## src/rtl/bankfile_pkg.sv

```systemverilog
package bankfile_pkg;
   localparam int NUM_REGS  = 12;
   localparam int CHR_WINS  = 8;
   localparam int PRG_WINS  = 4;
   localparam int IDX_W     = 4;

   typedef enum logic [1:0] {
      MIR_VERT   = 2'd0,
      MIR_HORIZ  = 2'd1,
      MIR_PAGE0  = 2'd2,
      MIR_PAGE1  = 2'd3
   } mirror_e;

   // power-up contents of the eight legacy bank registers
   function automatic int legacy_reset(input int i);
      case (i)
         0: return 0;
         1: return 2;
         2: return 4;
         3: return 5;
         4: return 6;
         5: return 7;
         6: return 0;
         7: return 1;
         default: return 0;
      endcase
   endfunction
endpackage

```

## src/rtl/bfx_write_decode.sv

```systemverilog
module bfx_write_decode
   import bankfile_pkg::*;
#(
   parameter int BANK_W = 8
) (
   input  logic              clk,
   input  logic              rst_n,
   input  logic              wr_en,
   input  logic [15:0]       wr_addr,
   input  logic [7:0]        wr_data,
   input  logic              ext_mode,
   input  logic              swap_67,
   output logic              chr_inv,
   output logic              prg_inv,
   output logic [1:0]        mir_q,
   output logic              data_we,
   output logic [IDX_W-1:0]  data_idx,
   output logic [BANK_W-1:0] data_val
);
   localparam logic [2:0] SEG_BANK = 3'b100;
   localparam logic [2:0] SEG_MIR  = 3'b101;
   localparam logic [IDX_W-1:0] IDX_A = IDX_W'(6);
   localparam logic [IDX_W-1:0] IDX_B = IDX_W'(7);
   localparam logic [IDX_W-1:0] IDX_LIM = IDX_W'(NUM_REGS);

   if (BANK_W < 2 || BANK_W > 8) begin : g_bad_width
      $error("bfx_write_decode: BANK_W must lie in 2..8");
   end

   logic              hit_sel, hit_dat, hit_mir;
   logic [IDX_W-1:0]  sel_idx;
   logic [IDX_W-1:0]  idx_raw;
   logic              unused_addr;

   assign unused_addr = ^wr_addr[12:1];

   always_comb begin
      hit_sel = wr_en && (wr_addr[15:13] == SEG_BANK) && !wr_addr[0];
      hit_dat = wr_en && (wr_addr[15:13] == SEG_BANK) &&  wr_addr[0];
      hit_mir = wr_en && (wr_addr[15:13] == SEG_MIR)  && !wr_addr[0];
   end

   // index width depends on mode; optional exchange of two targets
   always_comb begin
      idx_raw  = ext_mode ? sel_idx : {1'b0, sel_idx[2:0]};
      data_idx = idx_raw;
      if (swap_67 && prg_inv) begin
         if (idx_raw == IDX_A)      data_idx = IDX_B;
         else if (idx_raw == IDX_B) data_idx = IDX_A;
      end
      data_we  = hit_dat && (data_idx < IDX_LIM);
      data_val = wr_data[BANK_W-1:0];
   end

   always_ff @(posedge clk) begin
      if (!rst_n) begin
         sel_idx <= '0;
         prg_inv <= 1'b0;
         chr_inv <= 1'b0;
         mir_q   <= MIR_VERT;
      end else begin
         if (hit_sel) begin
            sel_idx <= wr_data[3:0];
            prg_inv <= wr_data[6];
            chr_inv <= wr_data[7];
         end
         if (hit_mir) mir_q <= wr_data[1:0];
      end
   end

   p_sel_capture_r2: assert property (@(posedge clk) disable iff (!rst_n)
      (wr_en && wr_addr[15:13] == 3'b100 && !wr_addr[0])
      |=> ({chr_inv, prg_inv, sel_idx} == {$past(wr_data[7:6]), $past(wr_data[3:0])}));

   p_sel_hold_r2: assert property (@(posedge clk) disable iff (!rst_n)
      !(wr_en && wr_addr[15:13] == 3'b100 && !wr_addr[0])
      |=> $stable({chr_inv, prg_inv, sel_idx}));

   p_mir_capture_r9: assert property (@(posedge clk) disable iff (!rst_n)
      (wr_en && wr_addr[15:13] == 3'b101 && !wr_addr[0])
      |=> (mir_q == $past(wr_data[1:0])));

   p_legacy_low_idx_r8: assert property (@(posedge clk) disable iff (!rst_n)
      (data_we && !ext_mode) |-> (data_idx < IDX_W'(8)));
endmodule

```

## src/rtl/bfx_reg_file.sv

```systemverilog
module bfx_reg_file
   import bankfile_pkg::*;
#(
   parameter int BANK_W = 8
) (
   input  logic                       clk,
   input  logic                       rst_n,
   input  logic                       ext_mode,
   input  logic                       we,
   input  logic [IDX_W-1:0]           idx,
   input  logic [BANK_W-1:0]          wdata,
   output logic [NUM_REGS*BANK_W-1:0] regs_flat
);
   localparam logic [BANK_W-1:0] ONES = '1;

   for (genvar i = 0; i < NUM_REGS; i++) begin : g_reg
      localparam logic [BANK_W-1:0] RV =
         (i == 8) ? (ONES - BANK_W'(1)) :
         (i > 8)  ? ONES : BANK_W'(legacy_reset(i));
      logic [BANK_W-1:0] q;
      always_ff @(posedge clk) begin
         if (!rst_n)                       q <= RV;
         else if (we && idx == IDX_W'(i))  q <= wdata;
      end
      assign regs_flat[i*BANK_W +: BANK_W] = q;
   end

   p_ext_regs_kept_r8: assert property (@(posedge clk) disable iff (!rst_n)
      !ext_mode |=> $stable(regs_flat[NUM_REGS*BANK_W-1 : 8*BANK_W]));
endmodule

```

## src/rtl/bfx_chr_map.sv

```systemverilog
module bfx_chr_map
   import bankfile_pkg::*;
#(
   parameter int BANK_W = 8
) (
   input  logic                       clk,
   input  logic                       rst_n,
   input  logic                       ext_mode,
   input  logic                       chr_inv,
   input  logic [CHR_WINS*BANK_W-1:0] chr_regs,
   output logic [CHR_WINS*BANK_W-1:0] chr_bank_flat
);
   // slot packing of chr_regs: 0..5 = registers 0..5, 6 = register 10, 7 = register 11
   function automatic int ext_slot(input int p);
      case (p)
         0: return 0;
         1: return 6;
         2: return 1;
         3: return 7;
         4: return 2;
         5: return 3;
         6: return 4;
         default: return 5;
      endcase
   endfunction

   function automatic int leg_slot(input int p);
      return (p < 4) ? (p / 2) : (p - 2);
   endfunction

   logic [BANK_W-1:0] slot [CHR_WINS];
   for (genvar k = 0; k < CHR_WINS; k++) begin : g_slot
      assign slot[k] = chr_regs[k*BANK_W +: BANK_W];
   end

   for (genvar w = 0; w < CHR_WINS; w++) begin : g_win
      logic [BANK_W-1:0] cand [2];
      for (genvar a = 0; a < 2; a++) begin : g_alt
         localparam int POS  = w ^ (a * 4);
         localparam int ES   = ext_slot(POS);
         localparam int LS   = leg_slot(POS);
         localparam bit PAIR = (POS < 4);
         localparam logic LOWB = 1'(POS % 2);
         if (PAIR) begin : g_pair
            assign cand[a] = ext_mode ? slot[ES] : {slot[LS][BANK_W-1:1], LOWB};
         end else begin : g_single
            assign cand[a] = ext_mode ? slot[ES] : slot[LS];
         end
      end
      assign chr_bank_flat[w*BANK_W +: BANK_W] = chr_inv ? cand[1] : cand[0];
   end

   p_chr_pair_r3: assert property (@(posedge clk) disable iff (!rst_n)
      (!ext_mode && !chr_inv) |->
         (chr_bank_flat[BANK_W-1:1] == chr_bank_flat[2*BANK_W-1:BANK_W+1]) &&
         !chr_bank_flat[0] && chr_bank_flat[BANK_W]);

   p_chr_inv_pair_r5: assert property (@(posedge clk) disable iff (!rst_n)
      (!ext_mode && chr_inv) |->
         (chr_bank_flat[5*BANK_W-1:4*BANK_W+1] == chr_bank_flat[6*BANK_W-1:5*BANK_W+1]) &&
         !chr_bank_flat[4*BANK_W] && chr_bank_flat[5*BANK_W]);
endmodule

```

## src/rtl/bfx_prg_map.sv

```systemverilog
module bfx_prg_map
   import bankfile_pkg::*;
#(
   parameter int BANK_W = 8
) (
   input  logic                       clk,
   input  logic                       rst_n,
   input  logic                       ext_mode,
   input  logic                       prg_inv,
   input  logic [PRG_WINS*BANK_W-1:0] prg_regs,
   output logic [PRG_WINS*BANK_W-1:0] prg_bank_flat
);
   localparam logic [BANK_W-1:0] LAST   = '1;
   localparam logic [BANK_W-1:0] SECOND = LAST - BANK_W'(1);

   logic [BANK_W-1:0] s [PRG_WINS];
   logic [BANK_W-1:0] w [PRG_WINS];

   for (genvar k = 0; k < PRG_WINS; k++) begin : g_io
      assign s[k] = prg_regs[k*BANK_W +: BANK_W];
      assign prg_bank_flat[k*BANK_W +: BANK_W] = w[k];
   end

   always_comb begin
      w[1] = s[1];
      if (ext_mode) begin
         w[0] = prg_inv ? s[2] : s[0];
         w[2] = prg_inv ? s[0] : s[2];
         w[3] = s[3];
      end else begin
         w[0] = prg_inv ? SECOND : s[0];
         w[2] = prg_inv ? s[0]   : SECOND;
         w[3] = LAST;
      end
   end

   p_last_fixed_r6: assert property (@(posedge clk) disable iff (!rst_n)
      !ext_mode |-> (prg_bank_flat[4*BANK_W-1:3*BANK_W] == LAST));

   p_second_somewhere_r6: assert property (@(posedge clk) disable iff (!rst_n)
      !ext_mode |-> (prg_bank_flat[BANK_W-1:0] == SECOND ||
                     prg_bank_flat[3*BANK_W-1:2*BANK_W] == SECOND));

   p_window1_r7: assert property (@(posedge clk) disable iff (!rst_n)
      $stable(prg_regs) && $stable(ext_mode) && !$stable(prg_inv)
      |-> $stable(prg_bank_flat[2*BANK_W-1:BANK_W]));
endmodule

```

## src/rtl/bankfile_xmmc.sv

```systemverilog
module bankfile_xmmc
   import bankfile_pkg::*;
#(
   parameter int BANK_W = 8
) (
   input  logic                       clk,
   input  logic                       rst_n,
   input  logic                       wr_en,
   input  logic [15:0]                wr_addr,
   input  logic [7:0]                 wr_data,
   input  logic                       ext_mode,
   input  logic                       swap_67,
   output logic [CHR_WINS*BANK_W-1:0] chr_bank_flat,
   output logic [PRG_WINS*BANK_W-1:0] prg_bank_flat,
   output logic [1:0]                 mirror_mode
);
   logic                       chr_inv, prg_inv, data_we;
   logic [1:0]                 mir_q;
   logic [IDX_W-1:0]           data_idx;
   logic [BANK_W-1:0]          data_val;
   logic [NUM_REGS*BANK_W-1:0] regs_flat;
   logic [CHR_WINS*BANK_W-1:0] chr_regs;
   logic [PRG_WINS*BANK_W-1:0] prg_regs;

   bfx_write_decode #(.BANK_W(BANK_W)) u_dec (
      .clk(clk), .rst_n(rst_n), .wr_en(wr_en), .wr_addr(wr_addr),
      .wr_data(wr_data), .ext_mode(ext_mode), .swap_67(swap_67),
      .chr_inv(chr_inv), .prg_inv(prg_inv), .mir_q(mir_q),
      .data_we(data_we), .data_idx(data_idx), .data_val(data_val));

   bfx_reg_file #(.BANK_W(BANK_W)) u_regs (
      .clk(clk), .rst_n(rst_n), .ext_mode(ext_mode), .we(data_we),
      .idx(data_idx), .wdata(data_val), .regs_flat(regs_flat));

   assign chr_regs = {regs_flat[11*BANK_W +: BANK_W],
                      regs_flat[10*BANK_W +: BANK_W],
                      regs_flat[0 +: 6*BANK_W]};
   assign prg_regs = regs_flat[6*BANK_W +: 4*BANK_W];

   bfx_chr_map #(.BANK_W(BANK_W)) u_chr (
      .clk(clk), .rst_n(rst_n), .ext_mode(ext_mode), .chr_inv(chr_inv),
      .chr_regs(chr_regs), .chr_bank_flat(chr_bank_flat));

   bfx_prg_map #(.BANK_W(BANK_W)) u_prg (
      .clk(clk), .rst_n(rst_n), .ext_mode(ext_mode), .prg_inv(prg_inv),
      .prg_regs(prg_regs), .prg_bank_flat(prg_bank_flat));

   always_comb mirror_mode = ext_mode ? mir_q : {1'b0, mir_q[0]};

   p_mir_legacy_r9: assert property (@(posedge clk) disable iff (!rst_n)
      (!ext_mode && $stable(ext_mode)) |-> $stable(mirror_mode[1]));
endmodule

```

## config.mk

```make
export PLATFORM = sky130hd
export DESIGN_NAME = bankfile_xmmc
export DESIGN_NICKNAME = d
export VERILOG_FILES = /design/src/rtl/bankfile_pkg.sv /design/src/rtl/bfx_write_decode.sv /design/src/rtl/bfx_reg_file.sv /design/src/rtl/bfx_chr_map.sv /design/src/rtl/bfx_prg_map.sv /design/src/rtl/bankfile_xmmc.sv
export SDC_FILE = /design/constraint.sdc
export NUM_CORES = 1
export LEC_CHECK = 0
export BUFFER_PORTS_ARGS = -buffer_cell sky130_fd_sc_hd__buf_2
export CORE_ASPECT_RATIO = 1.2
export CORE_MARGIN = 2
export CORE_UTILIZATION = 40
export DETAILED_ROUTE_END_ITERATION = 8
export PLACE_DENSITY = 0.62
export SLEW_MARGIN = 20
export SYNTH_ARGS = -nofsm -noshare
export SYNTH_HDL_FRONTEND = slang
export SYNTH_SLANG_ARGS = --single-unit
```

## constraint.sdc

```tcl
create_clock -name clk -period 1.82 [get_ports clk]
set_input_delay 0.091 -clock clk [delete_from_list [all_inputs] [get_ports clk]]
set_output_delay 0.091 -clock clk [all_outputs]
set_load 0.02 [all_outputs]
```

==> metrics, run 1 <==
outcome=finished, final reports clean; Overall Global Routing Usage=0.192; PortBufs=roughly 110; number of synthesized flops with an enable pin=0; fillers=1218; dominant cell type by area after synthesis=dfxtp_1; Slew @ Worst Pin=between 400 and 500 ps; count leader, synth=dfxtp_1; Worst Hold Slack=70.0 ps; crit end category=flip-flop; Die H=approximately 130 um; Final Hold Violating Endpoints=0; Syn-to-layout area delta=20.5%; antenna viol nets, final=0; Internal=3.52 mW; CP startpoint kind=flip-flop; Seq pwr share=0.493; Post-CTS Setup Bufs=0; CTS tree=built; Setup Total Neg Slack=0 ps; TritonRoute pass-1 iters=4; VDD IR-drop max=between 0.3 and 0.4 mV; Worst Path Arrival=~1900 ps; Nets=700; final worst path period share=0.919; Synth Register Bits=104; max cap viols=0; Core Area=between 0.01 and 0.015 mm2; Antenna Diode Count=0; P_leak=~2.7 nW; die width=roughly 110 um; fin crit period=roughly 1700 ps; total nets after synthesis=between 600 and 700; Root Driver=clkbuf_16; Yosys top cell area share=0.394; vias in the first global route=~4100; CTS H-Tree Depth=3; Worst EP required=roughly 2000 ps; # setup viols final=0; Via Count=4323; mean post-synth cell area=between 9 and 10 um2; skew final=10.8 ps; Post-DP Area=between 0.006 and 0.007 mm2; Sink Count=104; Setup CP Type=reg -> reg; Yosys warning count=0; Hold Buf Count CTS=0; RSZ-0062 raised after global routing=no; final cell area excluding filler cells=approximately 0.0064 mm2; most common flop cell mapped by yosys=dfxtp_1; maximum clock rate=~0.6 GHz; power per cell area=728 mW/mm2; TritonCTS buffer count=9; 1st-iter DRT viols=slightly below 200; Reg clk slew, reported paths=approximately 70 ps; switching power=between 1 and 1.5 mW; Cells after Synth=579; # DRC=0; worst skew pair latency=around 350 ps; full die area=0.0141 mm2; Sw Share=0.240; Post-Route WL=around 13 mm; Resized cells post-CTS=0; Gate power share=0.069; Seq/Total Area, Yosys=0.394; hold crit path type=in -> reg; gr ovfl total=0; Power Total=~4.6 mW; Initial Util=0.404; largest cells by area after synthesis=dfxtp_1 (39%), mux2i_1 (14%), mux2_2 (13%); global-route wire length before repair=21.3 mm; GPL Wtd Cong=about 0.87; initial antenna violation count=0; multi-input gate area in the final layout=0.00287 mm2; layout cell share with drive strength beyond 1=0.331; synth unique cells=34; commonest cells in the netlist=dfxtp_1 (104), nand2_1 (87), mux2i_1 (75); Rows=46; CP max FO=15; IO Count=between 100 and 150; largest net degree at the start of global routing=52; hpwl dp=between 9 and 10 mm; final core occ=0.487; drt wl/cell=around 15 um; Async S/R FF share, synth=0; drt via density=a little over 5; Synth Cell Area=between 0.005 and 0.006 mm2; Final Max Slew Viols=0; slew margin rel.=0.695; clk buf depth=2; Reg area=~0.0021 mm2; clock group share of total power=0.438
-- layout make-up --
| cell class | instances | share of cell area |
|---|---|---|
| Multi-Input combinational cell | 401 | 0.450 |
| Tap cell | 168 | 0.0330 |
| Inverter | 18 | 0.0106 |
| Timing Repair Buffer | 137 | 0.129 |
| Clock buffer | 10 | 0.0376 |
| Clock inverter | 6 | 0.0120 |
| Sequential cell | 104 | 0.327 |
-- worst paths after layout --
kind | startpoint | slack [ps] | cells after the start | end
min | wr_addr[13] | 70 | 3 | u_dec.mir_q[1]
min reg2reg | u_regs.g_reg[7].q[6] | 460 | 2 | u_regs.g_reg[7].q[6]
max | u_dec.sel_idx[2] | 150 | 5 | u_regs.g_reg[7].q[0]
max reg2reg | u_dec.sel_idx[2] | 150 | 5 | u_regs.g_reg[7].q[0]
-- cell families after synthesis --
group                  synth area share
muxes                             0.272
AOI/OAI and AO/OA                0.0913
DFF                               0.394
buffers and inverters            0.0626
and+or+nand+nor                   0.179
-- power by group through the flow --
stage | Clock, mW | Sequential [mW] | Combinational [mW]
after detailed placement | 0 | 2.34 | 0.321
after global routing | 2.19 | 2.28 | 0.346
after floorplan | 0 | 2.33 | 0.212
after global placement | 0 | 2.34 | 0.317
after CTS | 2.07 | 2.28 | 0.322
final | 2.03 | 2.28 | 0.320
-- metrics by stage --
step,setup slack [ps],std cells
global placement,198,828
global route,51.8,844
floorplan,171,579
detailed placement,158,828
finish,148,844
CTS,140,844
-- worst max-delay path, cell delays in order (launching register included) --
cell,delay [ps]
dfxtp_1,430
a21bo_2,300
a2111oi_4,390
buf_12,180
mux2i_1,200
nand2_1,60
-- layer usage --
| metal | track usage | up-vias | wire [um] |
|---|---|---|---|
| met1 | 0.260 | 2018 | 6140 |
| li1 | - | 2181 | - |
| met4 | 0.0641 | 0 | 176 |
| met3 | 0.0360 | 11 | 724 |
| met5 | 0 | - | 0 |
| met2 | 0.307 | 113 | 6020 |
-- registers in the layout, indices dropped and copies added (netlist names) --
name           cells
u_dec.mir_q        2
u_dec.sel_idx      4
u_dec.chr_inv      1
u_dec.prg_inv      1
u_regs.g.q        96
-- cells in the final DEF (no fill, tap or decap), drive strengths merged, types with 8 or more instances in the layout --
master  count
buf       137
dfxtp     104
nand2      87
mux2i      75
mux2       61
o21ai      50
nand3      28
nor2b      27
inv        20
a21oi      13
nor3       12
clkbuf     10
nand2b      8
a21boi      8
(Power assumes the default switching activity.)
==> run 2: changes to the inputs <==
Settings changed: CORE_UTILIZATION 40 to 45, PLACE_DENSITY 0.62 to 0.68.
==> run 2 against run 1 <==
Net effect: register-to-register slack better by 60 ps; hold slack worse by 7.1 ps; first-iteration DRC count is 5.1% lower; count of clock-buffer cells in the layout is 1 higher; critical path depth stayed put; setup slack better by 61 ps; non-clock buffer count stayed put; clock power is 3% lower; critical path type unchanged.
==> metrics, run 2 (synthesis results as in run 1) <==
drt via density=5.18 (+1.2%); R2R Path Start=u_dec.sel_idx[2]; dpl ws=145 ps (-13.6 ps); fin crit period=1610 ps (-61.4 ps); slew margin rel.=0.690 (-0.00532); CP max FO=14 (-1); PortBufs=114 (unchanged); Overall Global Routing Usage=0.206 (+0.0141); Nets=700 (unchanged); layout cell share with drive strength beyond 1=0.331 (unchanged); commonest non-fill, non-tap cell in the layout=buf_2; Setup Total Neg Slack=0 ps (unchanged); Worst Path Arrival=1870 ps (-30 ps); delay-heaviest family, CP=compound AO/OA/AOI/OAI gates; TritonCTS buffer count=9 (unchanged); Final Hold Violating Endpoints=0 (unchanged); RSZ-0062 raised after global routing=no; outcome=finished, final reports clean; commonest non-fill, non-tap cells in the layout=buf_2 (113), dfxtp_1 (103), nand2_1 (87), mux2i_1 (75), mux2_2 (61); 1st-iter DRT viols=187 (-5.1%); global-route wire length before repair=20.2 mm (-5.5%); power per cell area=724 mW/mm2 (-0.49%); critical-path cell list=a21bo_2, a2111oi_4, buf_4, nand3_1, o21ai_0; Rows=43 (-6.5%); Crit path largest cell delay=430 ps (about the same); largest net degree at the start of global routing=53 (+1.9%); # setup viols final=0 (unchanged); min setup slack post-route=210 ps (+61.4 ps); Initial Util=0.458 (+0.0544); Die H=123 um (-5.5%); vias in the first global route=3982 (-3.4%); Post-DP Area=0.00598 mm2 (-1.1%); Sink Count=104 (unchanged); # DRC=0 (unchanged); biggest regs=u_regs.g.q: 96 flops, u_dec.sel_idx: 4 flops, u_dec.mir_q: 2 flops; final cell area excluding filler cells=0.00629 mm2 (-1.1%); Root Driver=clkbuf_16; Hold Buf Count CTS=0 (unchanged); Worst EP required=2080 ps (+30 ps); CP startpoint kind=flip-flop; hold path depth=3 (unchanged); Setup CP Type=reg -> reg; worst reg-to-reg setup slack=210 ps (+60 ps); full die area=0.0126 mm2 (-11%); worst skew pair latency=340 ps (about the same); worst r2r path cells=5 (unchanged); hold crit path type=in -> reg; Hold Startpoint=wr_addr[13]; IO Count=127 (unchanged); antenna viol nets, final=0 (unchanged); Slew @ Worst Pin=465 ps (+14.1 ps); P_leak=2.70 nW (-0.56%); drt wl/cell=15.4 um (-0.39%); Via Count=4318 (-0.12%); CTS tree=built; Syn-to-layout area delta=19.2%; maximum clock rate=0.621 GHz (+3.8%); CP bufs+invs=1 (unchanged); Biggest register=u_regs.g.q; Worst Hold Path EP=u_dec.mir_q[0]; clk buf depth=2 (unchanged); initial antenna violation count=0 (unchanged); Reg clk slew, reported paths=70 ps (about the same); Core Area=0.0115 mm2 (-12%); die width=103 um (-5.5%); Post-Route WL=12.8 mm (-1.7%); final worst path period share=0.885 (-0.0338); skew final=9.17 ps (-1.65 ps); max cap viols=0 (unchanged); hpwl dp=9.12 mm (-2.5%); number of flip-flops in the largest register=96 (unchanged); Final Max Slew Viols=0 (unchanged); RR Endpoint=u_regs.g_reg[7].q[6]; CTS H-Tree Depth=3 (unchanged); VDD IR-drop max=0.508 mV (+27%); Antenna Diode Count=0 (unchanged); TritonRoute pass-1 iters=5 (+1); slowest CP cell=dfxtp_1; crit end category=flip-flop; gr ovfl total=0 (unchanged); GPL Wtd Cong=0.867 (-0.30%)
-- run 2: cell type report --
type / instances / area (um2)
Fill cell: 1094 / 5220
Multi-Input combinational cell: 401 / 2870
Sequential cell: 104 / 2080
Timing Repair Buffer: 137 / 771
Clock buffer: 11 / 243
Tap cell: 157 / 196
Inverter: 18 / 67.6
Clock inverter: 5 / 62.6
-- run 2: what timing repair did --
item | in CTS | in global routing
setup buffers | 0 | 0
endpoints found under the setup margin | 0 | 2
resized for setup | 0 | 1
-- run 2: metal layers --
layer	wire, um	vias to the layer above	GRT usage	part of all wire
li1	-	2167	-	-
met1	5760	2025	0.266	0.45
met2	6260	112	0.347	0.49
met3	577	14	0.0382	0.045
met4	250	0	0.0666	0.019
met5	0	-	0	0
-- run 2: worst min-delay path: stages --
cell and delay, ps:
buf_2 120, nand3_1 70, a21boi_0 70
-- run 2: worst max path at each step --
stage,start,endpoint,cells past startpoint
6_report,u_dec.sel_idx[2],u_regs.g_reg[7].q[6],5
4_1_cts,u_dec.sel_idx[0],u_regs.g_reg[0].q[3],6
3_3_place_gp,u_dec.sel_idx[0],u_regs.g_reg[0].q[5],6
2_1_floorplan,u_dec.prg_inv,u_regs.g_reg[7].q[1],5
5_1_grt,u_dec.sel_idx[2],u_regs.g_reg[7].q[2],5
3_5_place_dp,u_dec.sel_idx[0],u_regs.g_reg[0].q[3],6
-- run 2: through the flow --
stage	hold slack, ps	utilization	cells	total power [mW]
CTS	59.7	0.546	833	4.60
global placement	402	0.520	817	2.65
floorplan	247	-	579	2.55
detailed placement	419	0.520	817	2.65
global route	70.3	0.547	833	4.73
finish	62.9	0.547	833	4.56
-- run 2: where the power goes --
group / switching (mW) / internal [mW]
registers: 0.00552 / 2.28
logic: 0.207 / 0.111
clock network: 0.843 / 1.11
total: 1.06 / 3.50
==> run 3: changes to the inputs <==
Settings changed: PLACE_DENSITY 0.68 to 0.76.
==> run 3 against run 2 <==
Net effect: clock power down 5%; sequential cell count unchanged; setup slack worse by 75 ps; non-clock buffer count unchanged; critical path depth down 2; maximum frequency down 4.4%; count of clock-buffer cells in the layout down 1; largest power group unchanged; highest routed layer unchanged.
==> metrics, run 3 (synthesis results as in run 1) <==
outcome=finished, final reports clean; 1st-iter DRT viols=180 (-3.7%); dpl ws=191 ps (+46.3 ps); IO Count=127 (unchanged); maximum clock rate=0.593 GHz (-4.4%); Worst Setup SP=u_dec.chr_inv; GPL Wtd Cong=0.799 (-7.9%); final worst path period share=0.926 (+0.0411); full die area=0.0126 mm2 (unchanged); Rows=43 (unchanged); TritonRoute pass-1 iters=4 (-1); gr ovfl total=0 (unchanged); power per cell area=712 mW/mm2 (-1.7%); skew final=6.70 ps (-2.48 ps); fillers=1067 (-2.5%); CP startpoint kind=flip-flop; Worst Hold Slack=72.3 ps (+9.35 ps); # DRC=0 (unchanged); Layout Cells excl Fill=833 (unchanged); Nets=700 (unchanged); Resized cells post-CTS=0 (unchanged); vias in the first global route=4019 (+0.93%); number of flip-flops in the largest register=96 (unchanged); Hold Buf Count CTS=0 (unchanged); Final Max Slew Viols=0 (unchanged); P_leak=2.70 nW (about the same); Power Total=4.48 mW (-1.8%); Slew @ Worst Pin=499 ps (+33.3 ps); crit end category=output port; Overall Global Routing Usage=0.203 (-0.00329); CTS tree=built; max cap viols=0 (unchanged); worst r2r path cells=5 (unchanged); hpwl dp=8.98 mm (-1.6%); Antenna Diode Count=0 (unchanged); min setup slack post-route=135 ps (-74.8 ps); RSZ-0062 raised after global routing=no; hold crit path type=in -> reg; Root Driver=clkbuf_16; TritonCTS buffer count=9 (unchanged); slew margin rel.=0.668 (-0.0222); layout cell share with drive strength beyond 1=0.331 (unchanged); final cell area excluding filler cells=0.00629 mm2 (-0.12%); CTS H-Tree Depth=3 (unchanged); Post-Route WL=12.6 mm (-1.9%); Sink Count=104 (unchanged); Post-DP Area=0.00600 mm2 (+0.21%); R2R Path Start=u_dec.sel_idx[2]; commonest non-fill, non-tap cell in the layout=buf_2; # setup viols final=0 (unchanged); RR Endpoint=u_regs.g_reg[7].q[5]; Setup CP Type=reg -> out; die width=103 um (unchanged); antenna viol nets, final=0 (unchanged); Biggest register=u_regs.g.q; clk buf depth=2 (unchanged); drt via density=5.18 (unchanged); Worst setup endpoint=chr_bank_flat[34]; final core occ=0.546 (-0.000652); initial antenna violation count=0 (unchanged); Worst EP required=1730 ps (-350 ps); biggest regs=u_regs.g.q: 96 flops, u_dec.sel_idx: 4 flops, u_dec.mir_q: 2 flops; PortBufs=114 (unchanged); fin crit period=1690 ps (+74.8 ps); CP max FO=76 (+62); drt wl/cell=15.1 um (-1.9%); commonest non-fill, non-tap cells in the layout=buf_2 (113), dfxtp_1 (103), nand2_1 (87), mux2i_1 (75), mux2_2 (61); VDD IR-drop max=0.481 mV (-5.2%); largest net degree at the start of global routing=77 (+45%); Post-CTS Setup Bufs=0 (unchanged); Core Area=0.0115 mm2 (unchanged); Syn-to-layout area delta=19.1%; Final Hold Violating Endpoints=0 (unchanged); Setup Total Neg Slack=0 ps (unchanged); worst skew pair latency=340 ps (about the same); placed instance count=817 (unchanged); Initial Util=0.458 (unchanged); Worst Path Arrival=1590 ps (-280 ps); global-route wire length before repair=20.0 mm (-0.75%); Die H=123 um (unchanged); Via Count=4318 (unchanged); worst reg-to-reg setup slack=170 ps (-40 ps); Reg clk slew, reported paths=70 ps (about the same)
## run 3: cell count changes in the layout (fill, tap and decap cells not counted), sizes merged
cell,delta
bufinv,-1
clkbuf,-1
clkinv,+2
clkinvlp,-1
inv,+1
## run 3: layout make-up
| class | count | area [um2] | share of cell area |
|---|---|---|---|
| inverter | 18 | 67.6 | 0.0107 |
| clock inverter | 6 | 51.3 | 0.00816 |
| sequential | 104 | 2080 | 0.331 |
| clock buffer | 10 | 239 | 0.0380 |
| multi-input combinational | 401 | 2870 | 0.456 |
| tap | 157 | 196 | 0.0312 |
| timing repair buffer | 137 | 783 | 0.125 |
## run 3: critical path, stage by stage (launching register included)
cell	delay, ps
dfxtp_2	340
buf_12	310
mux2_2	400
buf_2	160
## run 3: worst min-delay path by stage
stage / from / to / slack (ps) / depth (start not counted)
floorplan: wr_data[1] / u_dec.mir_q[1] / 250 / 2
global placement: wr_addr[13] / u_dec.mir_q[1] / 400 / 3
detailed placement: wr_addr[13] / u_dec.mir_q[1] / 430 / 3
CTS: wr_addr[13] / u_dec.mir_q[1] / 70 / 3
global route: wr_addr[13] / u_dec.mir_q[1] / 70 / 3
finish: wr_addr[13] / u_dec.mir_q[1] / 70 / 3
## run 3: power by group
part           internal [mW]  switching (mW)
Combinational          0.114           0.204
Clock                  0.986           0.888
Sequential              2.28         0.00479
Total                   3.38            1.10
## run 3: per-layer routing
| metal | routed length (um) | GRT usage | up-vias |
|---|---|---|---|
| met5 | 0 | 0 | - |
| met4 | 323 | 0.0847 | 0 |
| met3 | 572 | 0.0433 | 26 |
| met2 | 5910 | 0.330 | 102 |
| met1 | 5790 | 0.259 | 2017 |
| li1 | - | - | 2173 |
